===== src/rtl/irq_dispatch_pkg.sv =====
package irq_dispatch_pkg;

    localparam int ENTRY_W = 64;
    localparam int DEST_W  = 8;
    localparam int VEC_W   = 8;
    localparam int TGT_W   = 8;

    typedef enum logic [2:0] {
        DM_FIXED  = 3'd0,
        DM_LOWPRI = 3'd1,
        DM_SMI    = 3'd2,
        DM_RSVD_A = 3'd3,
        DM_NMI    = 3'd4,
        DM_INIT   = 3'd5,
        DM_RSVD_B = 3'd6,
        DM_EXTINT = 3'd7
    } dlv_mode_e;

    // Field order follows the bit positions a neighbour decodes.
    typedef struct packed {
        logic [DEST_W-1:0] dest;         // 63:56
        logic [38:0]       spare;        // 55:17
        logic              mask;         // 16
        logic              trig_level;   // 15
        logic              remote_irr;   // 14
        logic              active_low;   // 13
        logic              busy;         // 12
        logic              dest_logical; // 11
        dlv_mode_e         mode;         // 10:8
        logic [VEC_W-1:0]  vector;       // 7:0
    } redir_entry_t;

    typedef struct packed {
        logic [DEST_W-1:0] dest;
        logic              dest_logical;
        dlv_mode_e         mode;
        logic [VEC_W-1:0]  vector;
        logic [TGT_W-1:0]  targets;
    } dlv_msg_t;

    function automatic logic mode_is_reserved(dlv_mode_e m);
        return (m == DM_RSVD_A) || (m == DM_RSVD_B);
    endfunction

    function automatic logic [TGT_W-1:0] decode_targets(logic [DEST_W-1:0] dest,
                                                        logic logical);
        logic [TGT_W-1:0] t;
        t = '0;
        if (logical) begin
            t = dest;
        end else begin
            for (int i = 0; i < TGT_W; i++) begin
                if (dest == DEST_W'(i)) t[i] = 1'b1;
            end
        end
        return t;
    endfunction

endpackage


===== src/rtl/redir_line_select.sv =====
module redir_line_select
    import irq_dispatch_pkg::*;
#(
    parameter int NUM_LINES = 24,
    parameter int LINE_W    = 5
) (
    input  logic [NUM_LINES*ENTRY_W-1:0] entry_bus,
    input  logic [LINE_W-1:0]            line,
    output redir_entry_t                 entry,
    output logic                         line_ok
);

    logic [ENTRY_W-1:0] slots [NUM_LINES];

    for (genvar g = 0; g < NUM_LINES; g++) begin : g_unpack
        assign slots[g] = entry_bus[g*ENTRY_W +: ENTRY_W];
    end

    always_comb begin
        line_ok = (32'(line) < NUM_LINES);
        entry   = '0;
        for (int i = 0; i < NUM_LINES; i++) begin
            if (32'(line) == i) entry = redir_entry_t'(slots[i]);
        end
    end

endmodule


===== src/rtl/redir_entry_classify.sv =====
module redir_entry_classify
    import irq_dispatch_pkg::*;
(
    input  redir_entry_t entry,
    output logic         drop,
    output logic         rsvd,
    output logic         deliver,
    output dlv_msg_t     msg
);

    always_comb begin
        drop    = entry.mask;
        rsvd    = !entry.mask && mode_is_reserved(entry.mode);
        deliver = !entry.mask && !mode_is_reserved(entry.mode);

        msg.dest         = entry.dest;
        msg.dest_logical = entry.dest_logical;
        msg.mode         = entry.mode;
        msg.vector       = entry.vector;
        msg.targets      = decode_targets(entry.dest, entry.dest_logical);
    end

endmodule


===== src/rtl/dlv_msg_slot.sv =====
module dlv_msg_slot
    import irq_dispatch_pkg::*;
(
    input  logic     clk,
    input  logic     rst,
    input  logic     load,
    input  dlv_msg_t load_msg,
    output logic     can_load,
    output logic     valid,
    input  logic     ready,
    output dlv_msg_t msg
);

    always_ff @(posedge clk) begin
        if (rst) begin
            valid <= 1'b0;
        end else if (load) begin
            valid <= 1'b1;
        end else if (ready) begin
            valid <= 1'b0;
        end
    end

    always_ff @(posedge clk) begin
        if (load) msg <= load_msg;
    end

    assign can_load = !valid || ready;

    // a stalled message keeps every field
    a_r8_hold_stable: assert property (@(posedge clk) disable iff (rst)
        valid && !ready |=> valid && $stable(msg));

    // nothing overwrites a stalled message
    a_r8_no_overwrite: assert property (@(posedge clk) disable iff (rst)
        valid && !ready |-> !load);

endmodule


===== src/rtl/irq_redir_dispatch.sv =====
module irq_redir_dispatch
    import irq_dispatch_pkg::*;
#(
    parameter int NUM_LINES = 24,
    localparam int LINE_W   = $clog2(NUM_LINES)
) (
    input  logic                          clk,
    input  logic                          rst,
    input  logic                          evt_valid,
    input  logic [LINE_W-1:0]             evt_line,
    output logic                          evt_ready,
    input  logic [NUM_LINES*ENTRY_W-1:0]  entry_bus,
    output logic                          msg_valid,
    input  logic                          msg_ready,
    output logic [DEST_W-1:0]             msg_dest,
    output logic                          msg_dest_logical,
    output logic [2:0]                    msg_mode,
    output logic [VEC_W-1:0]              msg_vector,
    output logic [TGT_W-1:0]              msg_targets,
    output logic                          err_mode,
    output logic                          err_line
);

    redir_entry_t sel_entry;
    logic         line_ok;
    logic         drop, rsvd, deliver;
    dlv_msg_t     new_msg, out_msg;
    logic         can_load, accept, load;

    redir_line_select #(.NUM_LINES(NUM_LINES), .LINE_W(LINE_W)) u_select (
        .entry_bus (entry_bus),
        .line      (evt_line),
        .entry     (sel_entry),
        .line_ok   (line_ok)
    );

    redir_entry_classify u_classify (
        .entry   (sel_entry),
        .drop    (drop),
        .rsvd    (rsvd),
        .deliver (deliver),
        .msg     (new_msg)
    );

    assign evt_ready = can_load;
    assign accept    = evt_valid && evt_ready;
    assign load      = accept && line_ok && deliver;

    dlv_msg_slot u_slot (
        .clk      (clk),
        .rst      (rst),
        .load     (load),
        .load_msg (new_msg),
        .can_load (can_load),
        .valid    (msg_valid),
        .ready    (msg_ready),
        .msg      (out_msg)
    );

    always_ff @(posedge clk) begin
        if (rst) begin
            err_mode <= 1'b0;
            err_line <= 1'b0;
        end else begin
            err_mode <= accept && line_ok && rsvd;
            err_line <= accept && !line_ok;
        end
    end

    assign msg_dest         = out_msg.dest;
    assign msg_dest_logical = out_msg.dest_logical;
    assign msg_mode         = out_msg.mode;
    assign msg_vector       = out_msg.vector;
    assign msg_targets      = out_msg.targets;

    // a deliverable accepted event shows up next cycle
    a_r2_msg_appears: assert property (@(posedge clk) disable iff (rst)
        accept && line_ok && deliver |=> msg_valid && !err_mode && !err_line);

    // masked entries stay silent
    a_r3_masked_quiet: assert property (@(posedge clk) disable iff (rst)
        accept && line_ok && drop |=> !msg_valid && !err_mode && !err_line);

    // reserved modes flag and emit nothing
    a_r4_reserved_flag: assert property (@(posedge clk) disable iff (rst)
        accept && line_ok && rsvd |=> err_mode && !msg_valid);

    // illegal line flags and emits nothing
    a_r5_bad_line_flag: assert property (@(posedge clk) disable iff (rst)
        accept && !line_ok |=> err_line && !msg_valid && !err_mode);

    // physical mode yields at most one target
    a_r6_phys_onehot: assert property (@(posedge clk) disable iff (rst)
        msg_valid && !msg_dest_logical |-> $onehot0(msg_targets));

    // logical mode copies the destination byte
    a_r7_logical_copy: assert property (@(posedge clk) disable iff (rst)
        msg_valid && msg_dest_logical |-> msg_targets == msg_dest);

    // input is held off while the output stalls
    a_r8_input_held: assert property (@(posedge clk) disable iff (rst)
        msg_valid && !msg_ready |-> !evt_ready);

endmodule


===== config.mk =====
export PLATFORM = sky130hd
export DESIGN_NAME = irq_redir_dispatch
export DESIGN_NICKNAME = d
export VERILOG_FILES = /design/src/rtl/irq_dispatch_pkg.sv /design/src/rtl/redir_line_select.sv /design/src/rtl/redir_entry_classify.sv /design/src/rtl/dlv_msg_slot.sv /design/src/rtl/irq_redir_dispatch.sv
export SDC_FILE = /design/constraint.sdc
export NUM_CORES = 1
export LEC_CHECK = 0
export BUFFER_PORTS_ARGS = -buffer_cell sky130_fd_sc_hd__buf_2
export CAP_MARGIN = 20
export CORE_AREA = 2 2 618 620
export CTS_BUF_LIST = sky130_fd_sc_hd__clkbuf_4
export DETAILED_ROUTE_END_ITERATION = 12
export DIE_AREA = 0 0 620 622
export PLACE_DENSITY = 0.3
export SKIP_CTS_REPAIR_TIMING = 1
export SLEW_MARGIN = 25
export SYNTH_ARGS = -nofsm -noshare
export SYNTH_HDL_FRONTEND = slang
export SYNTH_SLANG_ARGS = --single-unit

===== constraint.sdc =====
create_clock -name clk -period 2.9 [get_ports clk]
set_clock_uncertainty 0.2 [all_clocks]
set_input_delay 0 -clock clk [delete_from_list [all_inputs] [get_ports clk]]
set_output_delay 0 -clock clk [all_outputs]
set_load 0.1 [all_outputs]

---- Word level (Yosys, flattened, before mapping) ----
Cells that the tools add are included.
W data, S select, Z words.
operators by class
  magnitude comparators ................... 1
  equality and inequality tests ........... 32
  multiplexer cells ....................... 35
  reductions and logical operators ........ 16
operators with widths
  kind                  count
  $mux W64              24
  $eq A5 B4 Y1 const B  8
  $eq A5 B5 Y1 const B  8
  $eq A8 B3 Y1 const B  4
  $eq A5 B3 Y1 const B  4
  $eq A8 B2 Y1 const B  2
  $eq A5 B2 Y1 const B  2
  $mux W1               10
  $eq A8 B1 Y1 const B  1
  $logic_not A8 Y1      1
  $mux W8               1
  $logic_and A1 B1 Y1   7
  $eq A5 B1 Y1 const B  1
  $logic_not A5 Y1      1
  $lt A5 B5 Y1 const B  1
  $logic_not A1 Y1      4
  $eq A3 B2 Y1 const B  1
  $eq A3 B3 Y1 const B  1
  $logic_or A1 B1 Y1    2
  $reduce_bool A2 Y1    1
storage, ports and cells
  register bits ........................... 31
  word-level logic and storage cells ...... 92

---- Logic depth before layout (Yosys ltp) ----
  depth after elaboration ................. 31
  mapped depth ............................ 14
  depth with buffers taken out ............ 9

---- By module ----
A second synthesis with hierarchy kept.
second synthesis, totals
  cell total of the unflattened synthesis .. 2381
  area total of the unflattened synthesis .. 16226.8 µm²
modules (own cells, without submodules)
  module                instances  cells an instance  area an instance (µm²)
  redir_line_select     1          2292               14929.3
  dlv_msg_slot          1          32                 887.1
  redir_entry_classify  1          51                 339.1
  irq_redir_dispatch    1          6                  71.3

---- Worst setup path before layout ----
OpenSTA, ideal clock, no wires.
  path kind ............................... flip-flop to flip-flop
  from .................................... reg u_slot.valid
  to ...................................... reg u_slot.msg[0] (netlist name), enable pin
  library setup time ...................... 383 ps
  arrival ................................. 2923 ps
  data required time ...................... 2317 ps
  path slack .............................. -605 ps
  cell stages (with the launch flop) ...... 8
  buffers on the path ..................... 0
  cells stage by stage .................... dfxtp_1 nand2b_1 nand2_1 a221oi_1 o31ai_1 a21o_1 o21bai_1 inv_1
on the way
  cells in the longest elaborated chain, start to end .. 5
ends and longest elaborated chain
  element                            line                      RTL
  start: declaration                 dlv_msg_slot.sv:9         output logic valid,
  start signal: assignment           dlv_msg_slot.sv:16        valid <= 1'b0;
  start signal: assignment           dlv_msg_slot.sv:18        valid <= 1'b1;
  start signal: assignment           dlv_msg_slot.sv:20        valid <= 1'b0;
  $logic_not A1 Y1                   dlv_msg_slot.sv:28        assign can_load = !valid || ready;
  $logic_or A1 B1 Y1                 dlv_msg_slot.sv:28
  via evt_ready                      irq_redir_dispatch.sv:11  output logic evt_ready,
  $logic_and A1 B1 Y1                irq_redir_dispatch.sv:46  assign accept = evt_valid && evt_ready;
  $logic_and A1 B1 Y1 (2 in series)  irq_redir_dispatch.sv:47  assign load = accept && line_ok && deliver;
  via load                           irq_redir_dispatch.sv:28  logic can_load, accept, load;
  end signal: assignment             dlv_msg_slot.sv:25        if (load) msg <= load_msg;
  end: declaration                   dlv_msg_slot.sv:11        output dlv_msg_t msg
The timed path passes the listed nets, and every way through them passes these cells.
A chain may end at the register's enable or synchronous reset.

==> impl_metrics.ini <==
[run_status]
status = complete, but fails checks
violations = hold timing, setup timing

[grt]
grt_pass1_vias = 12300
grt_pass1_wl_microns = 181000
grt_start_max_net_pins = 24
grt_util_all_layers = 0.0777
antenna_found_initial = 276
grt-ovfl-total = 0

[timing]
maxSlewHeadroom = 0.255
setup_viol = 1
fmax_mhz = 344
hold_ws_ps = -67.8
finalCritPeriodShare = 1.00
hold_viol_final = 2
layout_min_cycle_time_ps = 2910
worst_pin_slew_ps = 1120
finalSetupTns_ps = -6.85
final_max_slew_viol_count = 0
setup_ws_ps = -6.85

[worst_setup_path]
crit_arrival_ps = 2960
max_stage_delay_ps = 400
critical-path-top-delay-family = compound AO/OA/AOI/OAI gates
cp_slowest_cell = o22ai_1
worstSetupPathType = in2reg
cpMostUsedCell = buf_4
worstPathMaxFanout = 23
crit_chain = buf_6 > nor3b_4 > nand2_1 > buf_4 > o22ai_1 > buf_4 > o21ai_0 > o21ai_2 > buf_4 > o211a_1 > nand3_1 > o32ai_1
cp-start-kind = primary input
end_kind = register
path_buf_inv = 4
critical_path_required_ps = 2950

[clock_network]
cts_tree = yes
path_clk_slew_ps = 180
cts_root_buf = clkbuf_4
insertion_delay_ps = 450
ctsLongestPathBuffers = 2
cts_buffers = 5
htreeDepth = 2
cts_sinks = 31

[yosys]
synth_seq_cells = 31
yosysSeqAreaShare = 0.143
synth_area_leaders = edfxtp_1, a21oi_1, mux2i_1, o21ai_0, nand2_1
synth-edff-count = 28
synth_cell_types = 83
synth_flop_cell = edfxtp_1
avgSynthCellArea_sq_um = 7.22
syn_inst = 873
synth.net_count = 2418
synth_warnings = 0
syn_area_sq_um = 6300
yosysTopAreaCellShare = 0.133
async_flop_share = 0
yosys.area.top_type = edfxtp_1

[floorplan]
die_width_microns = 620
rows = 226
ios = 1577
dieArea_sq_um = 386000
core_area_sq_um = 378000
die_y_microns = 622
start_util = 0.0167

[place]
numPortBuffers = 544
placed_cells = 6672
dpl.hpwl_microns = 147000
gp_congestion = 0.873

[route]
firstDrtPassIters = 5
drtAntennaViolNets = 0
drc = 0
drt_iter0_markers = 967
route.vias.total = 12700
via_per_inst = 1.88
wl_per_cell_microns = 22.9
drt_wl_total_microns = 155000

[pwr]
power_density_nw_per_um2 = 185
ir_drop_mv = 0.197
leakagePower_nw = 6.04

[cells_and_area]
final_common_cell = buf_2
layout-drive-gt1-share = 0.554
instances_no_fill = 6775
final_core_util = 0.0489
syn_to_final_growth_pct = 194
mostFrequentLayoutCells = buf_2, buf_4, a21oi_1
nets = 3251

[worst_hold_path]
hold_path_class = in2reg

[job]
drv_cap = 0
[cell families after synthesis]
| logic type | count (synthesis) | synth area share |
|---|---|---|
| AO/OA/AOI/OAI | 373 | 0.405 |
| XOR/XNOR | 1 | 0.00139 |
| buffers and inverters | 95 | 0.0723 |
| flip-flops | 31 | 0.143 |
| multiplexers | 56 | 0.110 |
| AND/OR/NAND/NOR | 317 | 0.269 |
[final cells by class]
type,instances,area (sq um)
Antenna cell,52,130
Clock buffer,5,37.5
Multi-Input combinational cell,747,5070
Tap cell,5016,6280
Inverter,14,56.3
Timing Repair Buffer,907,6000
Sequential cell,31,902
Fill cell,45200,360000
Clock inverter,3,43.8
[cells in the mapped netlist, types with 6 or more instances]
cell type  count
a211oi_1      16
nor4_1        11
a21oi_1       89
a32oi_1       11
a211o_1        7
nand3b_1       9
mux4_2         9
o31ai_1        8
a22oi_1       32
nor2b_1       18
and2_1         6
and3_1         9
nand4_1        8
nand2b_1      24
nand3_1       21
buf_4         11
inv_1         13
clkbuf_1      35
mux2i_1       32
nor3_1        16
mux2_2        15
a31oi_1        7
edfxtp_1      28
nand2_1       76
o22ai_1       35
nor2_1        69
o221ai_1      17
o21ai_0       58
a221oi_1      15
buf_2         28
or4_1          6
[stage by stage]
stage               hold WS (ps)  area (sq um)  worst slack, ps  total power (W)
floorplan                   -138          6330             7.27          0.00141
global placement            74.6         17800            -1230          0.00295
detailed placement          76.4         17800            -1090          0.00294
CTS                         -482         17900             -544          0.00346
global route              -0.153         18500            -1.22          0.00360
finish                     -67.8         18500            -6.85          0.00343
[report_power, final]
part | internal (W) | switching (W) | total (W)
Clock | 0.000181 | 0.000280 | 0.000462
Sequential | 0.000548 | 0.0000289 | 0.000577
Combinational | 0.000906 | 0.00149 | 0.00239
[path summary, 6_finish.rpt]
check	startpoint	to	slack, ps	cells after the start
max	evt_line[1]	u_slot.msg[1]	-7	12
min reg2reg	u_slot.valid	u_slot.valid	310	2
min	entry_bus[1217]	u_slot.msg[9]	-70	4
max reg2reg	u_slot.valid	u_slot.msg[2]	380	8
[worst reg2reg max path, cell delays in order, from the launching register on]
cell        delay [ps]
dfxtp_2            370
nand2b_4            70
nand2_1            300
a221oi_1           350
o31ai_1            160
a21o_1             190
o21bai_2           220
clkinvlp_4         150
buf_12             180
[sequential cells by signal (all words and copies together), names as in the netlist]
name and count:
err_line 1, err_mode 1, u_slot.msg 28, u_slot.valid 1
[routing by layer]
| layer | vias to the layer above | wire (microns) | track usage |
|---|---|---|---|
| li1 | 5201 | - | - |
| met2 | 899 | 70500 | 0.128 |
| met3 | 468 | 24000 | 0.0565 |
| met1 | 5957 | 53000 | 0.0766 |
| met4 | 200 | 6340 | 0.0221 |
| met5 | - | 1230 | 0 |
No activity file was read; power rests on OpenSTA's default activity.
